File: config.mk
export PLATFORM = sky130hd
export DESIGN_NAME = mono_expander
export DESIGN_NICKNAME = d
export VERILOG_FILES = /design/src/rtl/mexp_pkg.sv /design/src/rtl/mexp_fifo.sv /design/src/rtl/mexp_walker.sv /design/src/rtl/mono_expander.sv
export SDC_FILE = /design/constraint.sdc
export NUM_CORES = 2
export LEC_CHECK = 0
export ABC_AREA = 1
export BUFFER_PORTS_ARGS = -buffer_cell sky130_fd_sc_hd__buf_4
export CORE_MARGIN = 5
export CORE_UTILIZATION = 50
export DETAILED_ROUTE_END_ITERATION = 10
export GPL_ROUTABILITY_DRIVEN = 0
export PLACE_DENSITY = 0.67
export RECOVER_POWER = 25
export SLEW_MARGIN = 20
export SYNTH_ARGS = -nofsm -noshare
export SYNTH_HDL_FRONTEND = slang
export SYNTH_SLANG_ARGS = --single-unit
File: constraint.sdc
create_clock -name clk_i -period 7.9 [get_ports clk_i]
set_clock_uncertainty 0.15 [all_clocks]
set_input_delay 1.185 -clock clk_i [delete_from_list [all_inputs] [get_ports clk_i]]
set_output_delay 1.185 -clock clk_i [all_outputs]
set_load 0.01 [all_outputs]
File: src/rtl/mexp_pkg.sv
package mexp_pkg;
  localparam int WORD_W = 32;
  localparam logic [2:0] A_CMD  = 3'd0;
  localparam logic [2:0] A_FG   = 3'd1;
  localparam logic [2:0] A_BG   = 3'd2;
  localparam logic [2:0] A_XB   = 3'd3;
  localparam logic [2:0] A_YL   = 3'd4;
  localparam logic [2:0] A_DATA = 3'd5;
  localparam logic [3:0] OP_LOAD   = 4'h9;
  localparam logic [1:0] MODE_MONO = 2'b10;
endpackage

File: src/rtl/mexp_fifo.sv
module mexp_fifo #(
  parameter int DW    = 32,
  parameter int DEPTH = 64,
  localparam int AW = $clog2(DEPTH),
  localparam int CW = $clog2(DEPTH + 1)
) (
  input  logic          clk_i,
  input  logic          rst_ni,
  input  logic          flush_i,
  input  logic          push_i,
  input  logic [DW-1:0] data_i,
  input  logic          pop_i,
  output logic [DW-1:0] data_o,
  output logic          empty_o,
  output logic          full_o,
  output logic [CW-1:0] cnt_o
);
  logic [DW-1:0] mem [DEPTH];
  logic [AW-1:0] wp_q, rp_q;
  logic [CW-1:0] cnt_q;

  assign empty_o = (cnt_q == '0);
  assign full_o  = (cnt_q == CW'(DEPTH));
  assign data_o  = mem[rp_q];
  assign cnt_o   = cnt_q;

  always_ff @(posedge clk_i) begin
    if (push_i && !full_o) mem[wp_q] <= data_i;
  end

  always_ff @(posedge clk_i or negedge rst_ni) begin
    if (!rst_ni) begin
      wp_q <= '0; rp_q <= '0; cnt_q <= '0;
    end else if (flush_i) begin
      wp_q <= '0; rp_q <= '0; cnt_q <= '0;
    end else begin
      if (push_i && !full_o) wp_q <= wp_q + 1'b1;
      if (pop_i && !empty_o) rp_q <= rp_q + 1'b1;
      case ({push_i && !full_o, pop_i && !empty_o})
        2'b10:   cnt_q <= cnt_q + 1'b1;
        2'b01:   cnt_q <= cnt_q - 1'b1;
        default: cnt_q <= cnt_q;
      endcase
    end
  end
endmodule

File: src/rtl/mexp_walker.sv
module mexp_walker #(
  parameter int DW    = 32,
  parameter int CRD_W = 16,
  localparam int BW = $clog2(DW)
) (
  input  logic             clk_i,
  input  logic             rst_ni,
  input  logic             start_i,
  input  logic [CRD_W-1:0] x0_i,
  input  logic [CRD_W-1:0] width_i,
  input  logic [CRD_W-1:0] y0_i,
  input  logic [CRD_W-1:0] h_i,
  input  logic [DW-1:0]    word_i,
  input  logic             empty_i,
  output logic             pop_o,
  output logic             busy_o,
  output logic             pix_valid_o,
  output logic [CRD_W-1:0] pix_x_o,
  output logic [CRD_W-1:0] pix_y_o,
  output logic             pix_bit_o
);
  logic             busy_q, have_q;
  logic [DW-1:0]    word_q;
  logic [BW-1:0]    bit_q;
  logic [CRD_W-1:0] xoff_q, row_q, x0_q, wid_q, y0_q, h_q;
  logic             word_end, row_end, last_row;
  logic [BW-1:0]    bit_idx;

  assign word_end = (bit_q == BW'(DW - 1));
  assign row_end  = ({1'b0, xoff_q} + 1'b1) >= {1'b0, wid_q};
  assign last_row = (row_q == h_q - 1'b1);
  // byte order low-first, bit order MSB-first within a byte
  assign bit_idx  = {bit_q[BW-1:3], ~bit_q[2:0]};

  assign pop_o       = busy_q && !have_q && !empty_i;
  assign busy_o      = busy_q;
  assign pix_valid_o = have_q && (xoff_q < wid_q);
  assign pix_x_o     = x0_q + xoff_q;
  assign pix_y_o     = y0_q + row_q;
  assign pix_bit_o   = word_q[bit_idx];

  always_ff @(posedge clk_i or negedge rst_ni) begin
    if (!rst_ni) begin
      busy_q <= 1'b0; have_q <= 1'b0; word_q <= '0; bit_q <= '0;
      xoff_q <= '0; row_q <= '0; x0_q <= '0; wid_q <= '0; y0_q <= '0; h_q <= '0;
    end else if (start_i) begin
      busy_q <= 1'b1; have_q <= 1'b0; bit_q <= '0; xoff_q <= '0; row_q <= '0;
      x0_q <= x0_i; wid_q <= width_i; y0_q <= y0_i; h_q <= h_i;
    end else if (pop_o) begin
      have_q <= 1'b1; word_q <= word_i; bit_q <= '0;
    end else if (have_q) begin
      bit_q <= bit_q + 1'b1;
      if (word_end) begin
        have_q <= 1'b0;
        if (row_end) begin
          xoff_q <= '0;
          if (last_row) busy_q <= 1'b0;
          else          row_q  <= row_q + 1'b1;
        end else begin
          xoff_q <= xoff_q + 1'b1;
        end
      end else begin
        xoff_q <= xoff_q + 1'b1;
      end
    end
  end
endmodule

File: src/rtl/mono_expander.sv
module mono_expander
  import mexp_pkg::*;
#(
  parameter int DEPTH = 64,
  parameter int PIX_W = 32,
  parameter int CRD_W = 16,
  localparam int CW = $clog2(DEPTH + 1)
) (
  input  logic             clk_i,
  input  logic             rst_ni,
  input  logic             wr_en_i,
  input  logic [2:0]       wr_addr_i,
  input  logic [31:0]      wr_data_i,
  output logic [CW-1:0]    free_o,
  output logic             busy_o,
  output logic             ovf_o,
  output logic             pix_valid_o,
  output logic [CRD_W-1:0] pix_x_o,
  output logic [CRD_W-1:0] pix_y_o,
  output logic [PIX_W-1:0] pix_color_o
);
  logic [31:0]       cmd_q, xb_q;
  logic [PIX_W-1:0]  fg_q, bg_q;
  logic              ovf_q;
  logic              cmd_ok, start, push_req, f_full, f_empty, pop, pix_bit;
  logic [WORD_W-1:0] f_word;
  logic [CW-1:0]     f_cnt;
  logic [CRD_W-1:0]  xl, xr;

  assign xl       = xb_q[CRD_W-1:0];
  assign xr       = xb_q[16 +: CRD_W];
  assign cmd_ok   = (cmd_q[3:0] == OP_LOAD) && (cmd_q[27:26] == MODE_MONO);
  assign start    = wr_en_i && (wr_addr_i == A_YL) && cmd_ok && !busy_o
                    && (wr_data_i[15:0] != '0) && (xr > xl);
  assign push_req = wr_en_i && (wr_addr_i == A_DATA) && busy_o;

  always_ff @(posedge clk_i or negedge rst_ni) begin
    if (!rst_ni) begin
      cmd_q <= '0; xb_q <= '0; fg_q <= '0; bg_q <= '0; ovf_q <= 1'b0;
    end else begin
      if (wr_en_i) begin
        case (wr_addr_i)
          A_CMD:   cmd_q <= wr_data_i;
          A_FG:    fg_q  <= wr_data_i[PIX_W-1:0];
          A_BG:    bg_q  <= wr_data_i[PIX_W-1:0];
          A_XB:    xb_q  <= wr_data_i;
          default: ;
        endcase
      end
      if (start)                  ovf_q <= 1'b0;
      else if (push_req && f_full) ovf_q <= 1'b1;
    end
  end

  mexp_fifo #(.DW(WORD_W), .DEPTH(DEPTH)) u_fifo (
    .clk_i(clk_i), .rst_ni(rst_ni), .flush_i(start),
    .push_i(push_req), .data_i(wr_data_i), .pop_i(pop),
    .data_o(f_word), .empty_o(f_empty), .full_o(f_full), .cnt_o(f_cnt)
  );

  mexp_walker #(.DW(WORD_W), .CRD_W(CRD_W)) u_walk (
    .clk_i(clk_i), .rst_ni(rst_ni), .start_i(start),
    .x0_i(xl), .width_i(xr - xl),
    .y0_i(wr_data_i[16 +: CRD_W]), .h_i(wr_data_i[CRD_W-1:0]),
    .word_i(f_word), .empty_i(f_empty), .pop_o(pop), .busy_o(busy_o),
    .pix_valid_o(pix_valid_o), .pix_x_o(pix_x_o), .pix_y_o(pix_y_o),
    .pix_bit_o(pix_bit)
  );

  assign free_o      = CW'(DEPTH) - f_cnt;
  assign ovf_o       = ovf_q;
  assign pix_color_o = pix_bit ? fg_q : bg_q;
endmodule

==> summary.txt <==
Power and ir drop
  • Sw Share: 36.0%
  • Switching pwr: 12.7 mW
  • Leakage: 41.5 nW
  • Register share of total power: 39.4%
  • Comb power frac: 30.0%
  • VDD IR-drop max: 0.000249 V
  • Clock share of power: 30.6%
  • Internal cell power: 22.4 mW
  • P per Cell Area: 323 nW/um^2

Clocking
  • Clock Tree Root: clkbuf_16
  • Hold buffer count at CTS: 0
  • # clock sinks: 2305
  • Clk_lat worst skew: 850 ps
  • CTS clk-pin slew, worst paths: 60 ps
  • Post-CTS setup buffer count: 0
  • Num CTS Buffers: 223
  • CTS resizes: 0
  • H-tree depth: 4
  • Longest Clk Path Bufs: 3
  • CTS tree: built

Route
  • Pre-antenna DRT Iters: 8
  • Via Count: 66.5k
  • WL/cell: 24.5 um
  • Total Wirelength: 280000 um
  • Routed via count divided by cell count: 5.82
  • DRC Markers: 0
  • Antenna Nets Post-Route: 0
  • Initial drt markers: 8815

Global route
  • Total GRT Usage: 26.7%
  • First-pass GRT wire length: 409000 um
  • Initial antenna violation count: 15
  • Number of global-route vias before repair: 62.8k
  • Gr ovfl total: 0
  • Largest net degree at the start of global routing: 190

Worst setup path
  • Endpoint type of the worst setup path: register
  • Worst EP arrival: 6790 ps
  • Critical path launch point type: primary input
  • Worst Path Class, Setup: in2reg
  • CP max FO: 106
  • R2R Setup Slk: 3640 ps
  • Worst path required time: 8490 ps

Timing
  • Max frequency: 161 MHz
  • Minimum clock period after layout: 6200 ps
  • Slew at the pin with the worst max-slew slack: 3880 ps
  • Hold WS: 182 ps
  • Final setup fails: 0
  • Slew HR: -159%
  • Slew Limit Fails: 1056
  • Final Hold Viols: 0
  • Post-route setup TNS: 0 ps
  • Fin crit share: 78.5%
  • RSZ-0062 raised after global routing: no

Die
  • Initial Util: 50.2%
  • Ports: 112
  • Die Y: 452 um
  • Std-Cell Core Area: 195000 um^2
  • Chip Width: 452 um
  • Core Rows: 162
  • Die area: 205000 um^2

Synth
  • Synth Cell Area: 97900 um^2
  • Post-synth ARST share: 11.1%
  • Cells after Synth: 8646
  • Sequential area share after synthesis: 69.4%
  • EDFF count, synth: 2048
  • Syn_nets: 8779
  • Yosys reg bits: 2305
  • Post-synth top area share: 62.8%
  • Top_reg_cell synth: edfxtp_1
  • Synth warn: 0
  • Leading area contributor after synthesis: edfxtp_1
  • Distinct cell type count after synthesis: 53
  • Syn avg cell area: 11.3 um^2
  • Commonest cells post-synth: nand2_1 (2242), edfxtp_1 (2048), o21ai_0 (718)
  • Largest cells by area after synthesis: edfxtp_1 (63%), nand2_1 (8.6%), dfrtp_1 (6.6%)
  • Most common cell in the netlist: nand2_1

Place
  • Placed cells: 11.0k
  • Input/output buffers: 111
  • DP HPWL: 167000 um

Min path
  • Hold Crit Class: in2async

Layout
  • Util after Layout: 55.8%
  • Layout cells sized above 1: 7.05%
  • Non-Filler Instances: 11.4k
  • Area delta synth->final: 11.0%
  • Final net count: 8739

Flow run
  • Max-Cap Viols: 27

Outcome
  • Failing checks: capacitance limit, slew limit
  • Outcome: finished, violations left
## area by class of cell
| type | instances | area (um^2) |
|---|---|---|
| diodes | 8 | 20.0 |
| clock buffers | 273 | 5800 |
| clock inverters | 145 | 1550 |
| fillers | 16000 | 86100 |
| inverters | 634 | 2400 |
| multi-input cells | 5227 | 25800 |
| flip-flops and latches | 2305 | 67900 |
| well taps | 2624 | 3280 |
| repair buffers | 215 | 1870 |
## power groups by stage
stage                     Combinational (mW)  Clock (mW)  Sequential (mW)
after floorplan                         6.49           0             13.9
after global placement                  10.1           0             14.1
after detailed placement                10.3           0             14.1
after CTS                               10.3        10.8             13.8
after global routing                    11.3        11.4             13.9
final                                   10.5        10.7             13.8
## kinds of logic (layout without fill, tap and decap cells)
logic type,count (synthesis),count (layout),share of synthesized area [%]
simple gates,3279,3279,13.2
compound gates,1729,1729,10.2
other cells,0,8,0
mux,32,32,0.327
fa+ha+maj,95,95,1.25
xor+xnor,92,92,0.823
buf+inv,1114,1267,4.78
flops,2305,2305,69.4
## placed cells by master, fill, tap and decap left out, types with 157 or more instances in the layout
master     Yosys  layout
o21ai_0      718     718
a21boi_0     174     174
buf_4         34     157
nand2_1     2242    2240
nor2_1       643     583
o22ai_1      457     457
inv_1        625     620
a21oi_1      253     253
edfxtp_1    2048    2048
nand3_1      291     286
clkbuf_16      0     224
dfrtp_1      257     253
## stage by stage
step	worst slack (ps)	total power, mW	instance area [um^2]
after floorplan	3020	20.4	97900
after global placement	3060	24.2	101000
after detailed placement	3000	24.4	101000
after CTS	2730	35.0	108000
after global routing	1240	36.5	109000
final	1700	35.1	109000
## critical path, cell delays in order
cell,delay [ps]
clkbuf_1,2630
inv_1,530
nand4_1,280
nor2_1,80
nand2_1,100
inv_1,70
nor2_1,190
nand2_4,200
buf_4,470
o21ai_2,450
nand3_4,310
nand2_1,130
nand2_1,60
## per-layer routing
metal  track usage, %  routed length, um  share of wire, %
met1             37.7             113000                40
met2             41.4             129000                46
met3             4.94              26900               9.6
met4             10.4              11600               4.2
met5                0                 27            0.0096
## sequential cells by signal (all words and copies together) (netlist names), 7 cells and up
name	flops
xb_q	32
u_walk.word_q	32
u_walk.row_q	16
u_walk.xoff_q	16
u_fifo.cnt_o	7
bg_q	32
u_walk.h_q	16
u_fifo.mem	2048
u_walk.y0_q	16
u_walk.wid_q	16
fg_q	32
u_walk.x0_q	16
## final timing paths
kind	endpoint	cells after the start	startpoint
max in group asynchronous	bg_q[22]	2	rst_ni
max	u_walk.row_q[4]	13	wr_data_i[4]
min	u_walk.xoff_q[0]	1	rst_ni
min reg2reg	u_walk.wid_q[10]	2	u_walk.wid_q[10]
max reg2reg	u_fifo.mem[28][25]	9	u_fifo.cnt_o[0]
min in group clk_i	u_walk.wid_q[10]	2	u_walk.wid_q[10]
Note: power is estimated with default switching activity, not from simulation.
